`config.mk`:
```
export PLATFORM = sky130hd
export DESIGN_NAME = audio_serial_tx
export DESIGN_NICKNAME = d
export VERILOG_FILES = /design/src/rtl/ast_pkg.sv /design/src/rtl/ast_sync.sv /design/src/rtl/ast_clk_ctrl.sv /design/src/rtl/ast_shift_dp.sv /design/src/rtl/audio_serial_tx.sv
export SDC_FILE = /design/constraint.sdc
export NUM_CORES = 1
export LEC_CHECK = 0
export BUFFER_PORTS_ARGS = -buffer_cell sky130_fd_sc_hd__buf_4
export CORE_MARGIN = 2
export CORE_UTILIZATION = 60
export CTS_CLUSTER_DIAMETER = 30
export DETAILED_ROUTE_END_ITERATION = 7
export PLACE_DENSITY = 0.84
export SYNTH_ARGS = -nofsm -noshare
export SYNTH_HDL_FRONTEND = slang
export SYNTH_SLANG_ARGS = --single-unit
```
`constraint.sdc`:
```
create_clock -name clk -period 3.9 [get_ports clk]
set_clock_uncertainty 0.1 [all_clocks]
set_input_delay 0.195 -clock clk [delete_from_list [all_inputs] [get_ports clk]]
set_output_delay 0.195 -clock clk [all_outputs]
set_load 0.01 [all_outputs]
```
`src/rtl/ast_pkg.sv`:
```
package ast_pkg;

  typedef enum logic [1:0] {
    SPD_SINGLE = 2'd0,
    SPD_DOUBLE = 2'd1,
    SPD_QUAD   = 2'd2,
    SPD_QUAD_B = 2'd3
  } ast_speed_e;

  // Strobes handed from the clock/frame control to the shift datapath.
  typedef struct packed {
    logic fall;       // bit clock falls at the coming master-clock edge
    logic halfStart;  // that fall opens a new half-frame
    logic leftHalf;   // the slot belongs to the left channel
  } ast_strobe_t;

endpackage

```
`src/rtl/ast_sync.sv`:
```
module ast_sync #(
  parameter int STAGES    = 2,
  parameter bit RESET_VAL = 1'b0
) (
  input  logic clk,
  input  logic rstN,
  input  logic d,
  output logic q
);

  logic [STAGES-1:0] chain;

  always_ff @(posedge clk or negedge rstN) begin
    if (!rstN) begin
      chain <= {STAGES{RESET_VAL}};
    end else begin
      chain[0] <= d;
      for (int i = 1; i < STAGES; i++) begin
        chain[i] <= chain[i-1];
      end
    end
  end

  assign q = chain[STAGES-1];

endmodule

```
`src/rtl/ast_clk_ctrl.sv`:
```
module ast_clk_ctrl
  import ast_pkg::*;
#(
  parameter int BCLK_HALF_QUAD = 1,
  parameter int HALF_SLOTS     = 32,
  parameter int SYNC_STAGES    = 2
) (
  input  logic        clk,
  input  logic        rstN,
  input  logic        masterMode,
  input  logic        fmtI2s,
  input  logic [1:0]  speedSel,
  input  logic        sclkIn,
  input  logic        lrckIn,
  output logic        bclkOut,
  output logic        lrckOut,
  output ast_strobe_t strobe
);

  localparam int MAX_HALF    = 4 * BCLK_HALF_QUAD;
  localparam int DIV_W       = $clog2(MAX_HALF + 1);
  localparam int FRAME_SLOTS = 2 * HALF_SLOTS;
  localparam int IDX_W       = $clog2(FRAME_SLOTS);

  // ---------------- master clock generation ----------------
  logic [DIV_W-1:0] divCnt;
  logic [DIV_W-1:0] halfLen;
  logic [IDX_W-1:0] masterIdx;
  logic [IDX_W-1:0] nextIdx;
  logic             bclkReg;
  logic             lrckReg;
  logic             divWrap;
  logic             masterFall;
  logic             masterLeft;
  logic             masterHalfStart;

  always_comb begin
    case (ast_speed_e'(speedSel))
      SPD_SINGLE: halfLen = DIV_W'(4 * BCLK_HALF_QUAD);
      SPD_DOUBLE: halfLen = DIV_W'(2 * BCLK_HALF_QUAD);
      default:    halfLen = DIV_W'(BCLK_HALF_QUAD);
    endcase
  end

  assign divWrap         = (divCnt == halfLen - 1'b1);
  assign masterFall      = masterMode && divWrap && bclkReg;
  assign nextIdx         = (masterIdx == IDX_W'(FRAME_SLOTS - 1)) ? '0 : masterIdx + 1'b1;
  assign masterLeft      = (nextIdx < IDX_W'(HALF_SLOTS));
  assign masterHalfStart = (nextIdx == '0) || (nextIdx == IDX_W'(HALF_SLOTS));

  always_ff @(posedge clk or negedge rstN) begin
    if (!rstN) begin
      divCnt    <= '0;
      bclkReg   <= 1'b1;
      lrckReg   <= 1'b0;
      masterIdx <= IDX_W'(FRAME_SLOTS - 1);
    end else if (!masterMode) begin
      divCnt    <= '0;
      bclkReg   <= 1'b1;
      lrckReg   <= 1'b0;
      masterIdx <= IDX_W'(FRAME_SLOTS - 1);
    end else if (divWrap) begin
      divCnt  <= '0;
      bclkReg <= ~bclkReg;
      if (bclkReg) begin
        masterIdx <= nextIdx;
        lrckReg   <= masterLeft ^ fmtI2s;
      end
    end else begin
      divCnt <= divCnt + 1'b1;
    end
  end

  assign bclkOut = bclkReg;
  assign lrckOut = lrckReg;

  // ---------------- slave clock tracking ----------------
  logic sclkS;
  logic lrckS;
  logic sclkPrev;
  logic lastLeft;
  logic slaveFall;
  logic slaveLeft;
  logic slaveHalfStart;

  ast_sync #(.STAGES(SYNC_STAGES), .RESET_VAL(1'b1)) u_syncSclk (
    .clk(clk), .rstN(rstN), .d(sclkIn), .q(sclkS)
  );
  ast_sync #(.STAGES(SYNC_STAGES), .RESET_VAL(1'b0)) u_syncLrck (
    .clk(clk), .rstN(rstN), .d(lrckIn), .q(lrckS)
  );

  assign slaveFall      = !masterMode && sclkPrev && !sclkS;
  assign slaveLeft      = lrckS ^ fmtI2s;
  assign slaveHalfStart = (slaveLeft != lastLeft);

  always_ff @(posedge clk or negedge rstN) begin
    if (!rstN) begin
      sclkPrev <= 1'b1;
      lastLeft <= 1'b0;
    end else begin
      sclkPrev <= sclkS;
      if (slaveFall) begin
        lastLeft <= slaveLeft;
      end
    end
  end

  // ---------------- strobes to datapath ----------------
  always_comb begin
    strobe.fall      = masterFall | slaveFall;
    strobe.halfStart = masterMode ? masterHalfStart : slaveHalfStart;
    strobe.leftHalf  = masterMode ? masterLeft : slaveLeft;
  end

  // the frame clock moves only together with a bit-clock fall
  a_r6_lrck_on_bclk_fall: assert property (
    @(posedge clk) disable iff (!rstN)
    !$stable(lrckReg) |-> $fell(bclkReg)
  );

  // generated clock pins sit idle while following external clocks
  a_r8_slave_pins_idle: assert property (
    @(posedge clk) disable iff (!rstN)
    !masterMode |=> (bclkOut && !lrckOut)
  );

endmodule

```
`src/rtl/ast_shift_dp.sv`:
```
module ast_shift_dp
  import ast_pkg::*;
#(
  parameter int SAMPLE_W = 24
) (
  input  logic                clk,
  input  logic                rstN,
  input  logic                fmtI2s,
  input  ast_strobe_t         strobe,
  input  logic [SAMPLE_W-1:0] leftSample,
  input  logic [SAMPLE_W-1:0] rightSample,
  output logic                sdataOut,
  output logic                loadStrobe
);

  logic [SAMPLE_W-1:0] shiftReg;
  logic [SAMPLE_W-1:0] rightHold;
  logic [SAMPLE_W-1:0] word;
  logic                sdataReg;

  assign loadStrobe = strobe.fall && strobe.halfStart && strobe.leftHalf;
  assign word       = strobe.leftHalf ? leftSample : rightHold;

  always_ff @(posedge clk or negedge rstN) begin
    if (!rstN) begin
      shiftReg  <= '0;
      rightHold <= '0;
      sdataReg  <= 1'b0;
    end else if (strobe.fall) begin
      if (strobe.halfStart) begin
        if (strobe.leftHalf) begin
          rightHold <= rightSample;
        end
        if (fmtI2s) begin
          sdataReg <= 1'b0;
          shiftReg <= word;
        end else begin
          sdataReg <= word[SAMPLE_W-1];
          shiftReg <= {word[SAMPLE_W-2:0], 1'b0};
        end
      end else begin
        sdataReg <= shiftReg[SAMPLE_W-1];
        shiftReg <= {shiftReg[SAMPLE_W-2:0], 1'b0};
      end
    end
  end

  assign sdataOut = sdataReg;

  // the data line holds unless a bit-clock fall was signalled
  a_r3_data_on_fall: assert property (
    @(posedge clk) disable iff (!rstN)
    !strobe.fall |=> $stable(sdataOut)
  );

  // first slot of a frame carries the MSB (left-justified) or 0 (I2S)
  a_r2_first_slot: assert property (
    @(posedge clk) disable iff (!rstN)
    loadStrobe |=> (sdataOut == (fmtI2s ? 1'b0 : $past(leftSample[SAMPLE_W-1])))
  );

endmodule

```
`src/rtl/audio_serial_tx.sv`:
```
module audio_serial_tx
  import ast_pkg::*;
#(
  parameter int SAMPLE_W       = 24,
  parameter int HALF_SLOTS     = 32,
  parameter int BCLK_HALF_QUAD = 1,
  parameter int SYNC_STAGES    = 2
) (
  input  logic                clk,
  input  logic                rstN,
  input  logic                masterMode,
  input  logic                fmtI2s,
  input  logic [1:0]          speedSel,
  input  logic [SAMPLE_W-1:0] leftSample,
  input  logic [SAMPLE_W-1:0] rightSample,
  input  logic                sclkIn,
  input  logic                lrckIn,
  output logic                bclkOut,
  output logic                lrckOut,
  output logic                sdataOut,
  output logic                loadStrobe
);

  ast_strobe_t strobe;

  ast_clk_ctrl #(
    .BCLK_HALF_QUAD(BCLK_HALF_QUAD),
    .HALF_SLOTS    (HALF_SLOTS),
    .SYNC_STAGES   (SYNC_STAGES)
  ) u_ctrl (
    .clk       (clk),
    .rstN      (rstN),
    .masterMode(masterMode),
    .fmtI2s    (fmtI2s),
    .speedSel  (speedSel),
    .sclkIn    (sclkIn),
    .lrckIn    (lrckIn),
    .bclkOut   (bclkOut),
    .lrckOut   (lrckOut),
    .strobe    (strobe)
  );

  ast_shift_dp #(
    .SAMPLE_W(SAMPLE_W)
  ) u_dp (
    .clk        (clk),
    .rstN       (rstN),
    .fmtI2s     (fmtI2s),
    .strobe     (strobe),
    .leftSample (leftSample),
    .rightSample(rightSample),
    .sdataOut   (sdataOut),
    .loadStrobe (loadStrobe)
  );

endmodule

```
==> out/results.md <==
## Power and ir drop
- **register share of total power** 43.8%
- **power per cell area** 575 nW/um2
- **reported leakage power** 2.11 nW
- **Max rail drop VDD** 0.354 mV
- **switching part of the total power** 33.7%
- **switching power total** 890 uW
- **combinational fraction of design power** 37.5%
- **cell-internal power** 1.75 mW
- **clock group share of total power** 18.7%

## Run status
- **result of the run** finished, final reports clean

## Synth
- **Yosys warning total** 0
- **basic-gate share of the synthesized area counting and, or, nand and nor cells** 5.37%
- **syn_nets** 367
- **mux cell area share after synthesis** 22.1%
- **Commonest cells post-synth** sky130_fd_sc_hd__dfrtp_1 (56), sky130_fd_sc_hd__inv_1 (28), sky130_fd_sc_hd__o211ai_1 (26)
- **dominant cells by area after synthesis** sky130_fd_sc_hd__dfrtp_1 (38%), sky130_fd_sc_hd__mux4_2 (12%), sky130_fd_sc_hd__mux2_2 (7.3%), sky130_fd_sc_hd__dfstp_2 (7.1%), sky130_fd_sc_hd__o211ai_1 (5.3%)
- **sequential fraction of the synthesis area** 44.9%
- **share of synthesized flip-flops with an asynchronous set or reset** 100%
- **largest area contributor in the netlist** sky130_fd_sc_hd__dfrtp_1
- **dominant combinational cell family by area after synthesis** multiplexers
- **top-area cell type share of the netlist area** 37.8%
- **synthesized-area fraction occupied by ao, oa, aoi and oai cells** 18.8%
- **EDFF count, synth** 0
- **synthesized-area fraction occupied by xor and xnor cells** 1.86%
- **Cell Area, Synth** 3700 um2
- **post-synthesis instance total** 309
- **Post-Synth Adder-Cell Area** 0.675%
- **most common cell in the synthesized netlist** sky130_fd_sc_hd__dfrtp_1
- **register bit count reported by yosys** 66
- **post-synth cell types** 43
- **Post-Syn Area per Cell** 12.0 um2
- **dominant synthesized flop cell** sky130_fd_sc_hd__dfrtp_1

## Global routing
- **GRT Resource Usage Total** 27.6%
- **initial antenna violation count** 0
- **GR Util met2** 45.6%
- **global route hottest layer** met2
- **global routing usage on met3** 5.87%
- **pin count of the biggest net entering global routing** 67
- **grt total ovfl** 0
- **wire length of the first global-routing pass** 13,800 um
- **via count of the first global-routing pass** 2,917
- **routing usage on met1** 36.0%

## Clocking
- **post-CTS setup buffers** 0
- **total clock sinks** 66
- **CTS root buffer** sky130_fd_sc_hd__clkbuf_8
- **clock tree buffer depth** 2
- **Skew-Pair Late Insertion Delay** 0.33 ns
- **clock transition at the register clock pins on the worst setup and hold paths after CTS** 0.06 ns
- **number of H-tree levels** 3
- **CTS Buf Count** 9
- **CTS tree** built

## STA
- **remaining max-slew budget at the tightest pin** 31.0%
- **unrepaired setup endpoints after global routing** false
- **Slew Viols, Final** 0
- **Min Clock Period, post-route** 3.30 ns
- **Worst Max-Slew Pin Slew** 1.03 ns
- **Final setup violation count** 0
- **sum of negative setup slack** 0 ns
- **Fin. Hold Viols** 0
- **top achievable clock speed** 303 MHz
- **Final Cycle Share** 84.6%
- **Min Hold Slack** 0.0296 ns

## Setup path
- **type of destination of the critical path** output pin
- **data arrival at the endpoint of the critical path** 3.01 ns
- **CP Launch Point** masterMode
- **end point of the critical path** loadStrobe
- **worst r2r dst** u_dp.rightHold[10]
- **Req. time, crit path** 3.61 ns
- **Worst R2R Path Depth** 7
- **highest net fanout along the worst path** 28
- **type of element launching the critical path** input pin
- **worst flop-to-flop path startpoint** u_ctrl.divCnt[1]
- **CP Class** input pin to output pin
- **setup slack on the worst flop-to-flop path** 0.85 ns

## Routing
- **Via Count** 2,884
- **Initial DRC Count** 244
- **Remaining DRCs** 0
- **detail-routed via count per cell** 6.16
- **router iterations before antenna repair** 4
- **average detailed-routed wire length per instance** 18.4 um
- **count of antenna-violating nets left after detailed routing** 0
- **aggregate routed wire length** 8620 um

## Layout
- **area of all placed cells without fillers** 4590 um2
- **final-layout fill cell count** 388
- **fraction of layout cells with a size suffix above 1** 34.9%
- **Register Area** 1660 um2
- **number of antenna diodes** 0
- **area growth from synthesis to layout** 23.9%
- **Final nets** 446
- **multi-input combinational cell area** 1810 um2

## Floorplan
- **Starting Density** 62.2%
- **I/O pins** 60
- **overall die area** 6820 um2
- **area of the core region** 5960 um2
- **Die Width** 82.6 um
- **Core Rows** 28
- **height of the die** 82.6 um

## Placed design
- **number of buffers inserted by port buffering** 59
- **global placer's final weighted congestion** 0.812
- **cell area reported after detailed placement** 4170 um2
- **DP HPWL** 5230 um

## Flow run
- **number of violations of the max-capacitance limit** 0

## Min path
- **Hold Path Class** input pin to flip-flop

==> registers in the layout, indices dropped and copies added, names as in the netlist <==
| signal | count |
|---|---|
| u_ctrl.lastLeft | 1 |
| u_ctrl.u_syncSclk.chain | 2 |
| u_dp.shiftReg | 24 |
| u_dp.rightHold | 24 |
| u_dp.sdataOut | 1 |
| u_ctrl.u_syncLrck.chain | 2 |
| u_ctrl.masterIdx | 6 |
| u_ctrl.sclkPrev | 1 |
| u_ctrl.divCnt | 3 |
| u_ctrl.lrckOut | 1 |
| u_ctrl.bclkOut | 1 |
==> routing by layer <==
layer	wire length [um]	part of all wire, %	vias up
li1	-	-	1328
met1	3480	40	1424
met2	4470	52	116
met3	507	5.9	16
met4	165	1.9	0
met5	0	0	-
==> cell families (layout without fill, tap and decap cells) <==
logic type / Yosys count / in the layout
buffers and inverters: 52 / 136
DFF: 66 / 66
xor gates and xnor gates: 7 / 7
muxes: 49 / 49
and+or+nand+nor: 39 / 39
AOI/OAI and AO/OA: 94 / 94
adders and majority gates: 2 / 2
==> metrics by stage <==
stage          utilization (%)  power (mW)  setup slack [ns]  std cells
6_report                  77.1        2.64             0.599        468
5_1_grt                   77.1        2.81             0.489        468
4_1_cts                   76.6        2.63             0.675        465
3_5_place_dp              70.0        2.11             0.853        426
3_3_place_gp              70.0        2.04             0.976        426
2_1_floorplan                -        1.86              1.56        309
==> worst max-delay path, stage by stage <==
cell	delay, ns
sky130_fd_sc_hd__dlygate4sd3_1	0.54
sky130_fd_sc_hd__buf_4	0.18
sky130_fd_sc_hd__inv_1	0.17
sky130_fd_sc_hd__nand3_1	0.09
sky130_fd_sc_hd__buf_4	0.24
sky130_fd_sc_hd__o21a_1	0.47
sky130_fd_sc_hd__a21oi_2	0.57
sky130_fd_sc_hd__buf_4	0.36
sky130_fd_sc_hd__buf_4	0.17
==> how the worst min path moves through the flow <==
| stage | startpoint | end | slack (ns) | cells after the start |
|---|---|---|---|---|
| CTS | rightSample[7] | u_dp.rightHold[7] | 0.0001 | 2 |
| floorplan | rstN | u_ctrl.divCnt[0] | -0.20 | 0 |
| global placement | lrckIn | u_ctrl.u_syncLrck.chain[0] | 0.21 | 1 |
| finish | rightSample[19] | u_dp.rightHold[19] | 0.03 | 2 |
| detailed placement | sclkIn | u_ctrl.u_syncSclk.chain[0] | 0.21 | 1 |
| global route | rightSample[19] | u_dp.rightHold[19] | 0.001 | 2 |
==> power by group through the flow <==
stage	clock network (mW)	logic [mW]	registers, mW
after global routing	0.539	1.09	1.18
after global placement	0	0.915	1.13
after CTS	0.501	0.983	1.14
after floorplan	0	0.765	1.09
final	0.494	0.991	1.16
after detailed placement	0	0.954	1.15
==> placed cells by master (no fill, tap or decap), types with 10 or more instances in the layout <==
cell and count:
sky130_fd_sc_hd__buf_4 66, sky130_fd_sc_hd__inv_1 28, sky130_fd_sc_hd__clkbuf_8 10, sky130_fd_sc_hd__dfstp_2 10
sky130_fd_sc_hd__mux2_2 24, sky130_fd_sc_hd__dlygate4sd3_1 26, sky130_fd_sc_hd__mux4_2 20, sky130_fd_sc_hd__o31ai_1 24
sky130_fd_sc_hd__dfrtp_1 56, sky130_fd_sc_hd__o211ai_1 26, sky130_fd_sc_hd__a21o_1 23, sky130_fd_sc_hd__nand2_1 10
==> timing repair <==
action | CTS | global route
hold endpoints to repair | 78 | 3
resized for setup | 0 | 0
hold buffers | 23 | 3
==> area by class of cell <==
cell class,count,area share [%]
clock inverters,3,0.327
well taps,75,2.04
flip-flops and latches,66,36.2
inverters,28,2.29
repair buffers,92,16.5
clock buffers,13,3.24
multi-input cells,191,39.4
(Power assumes the default switching activity.)
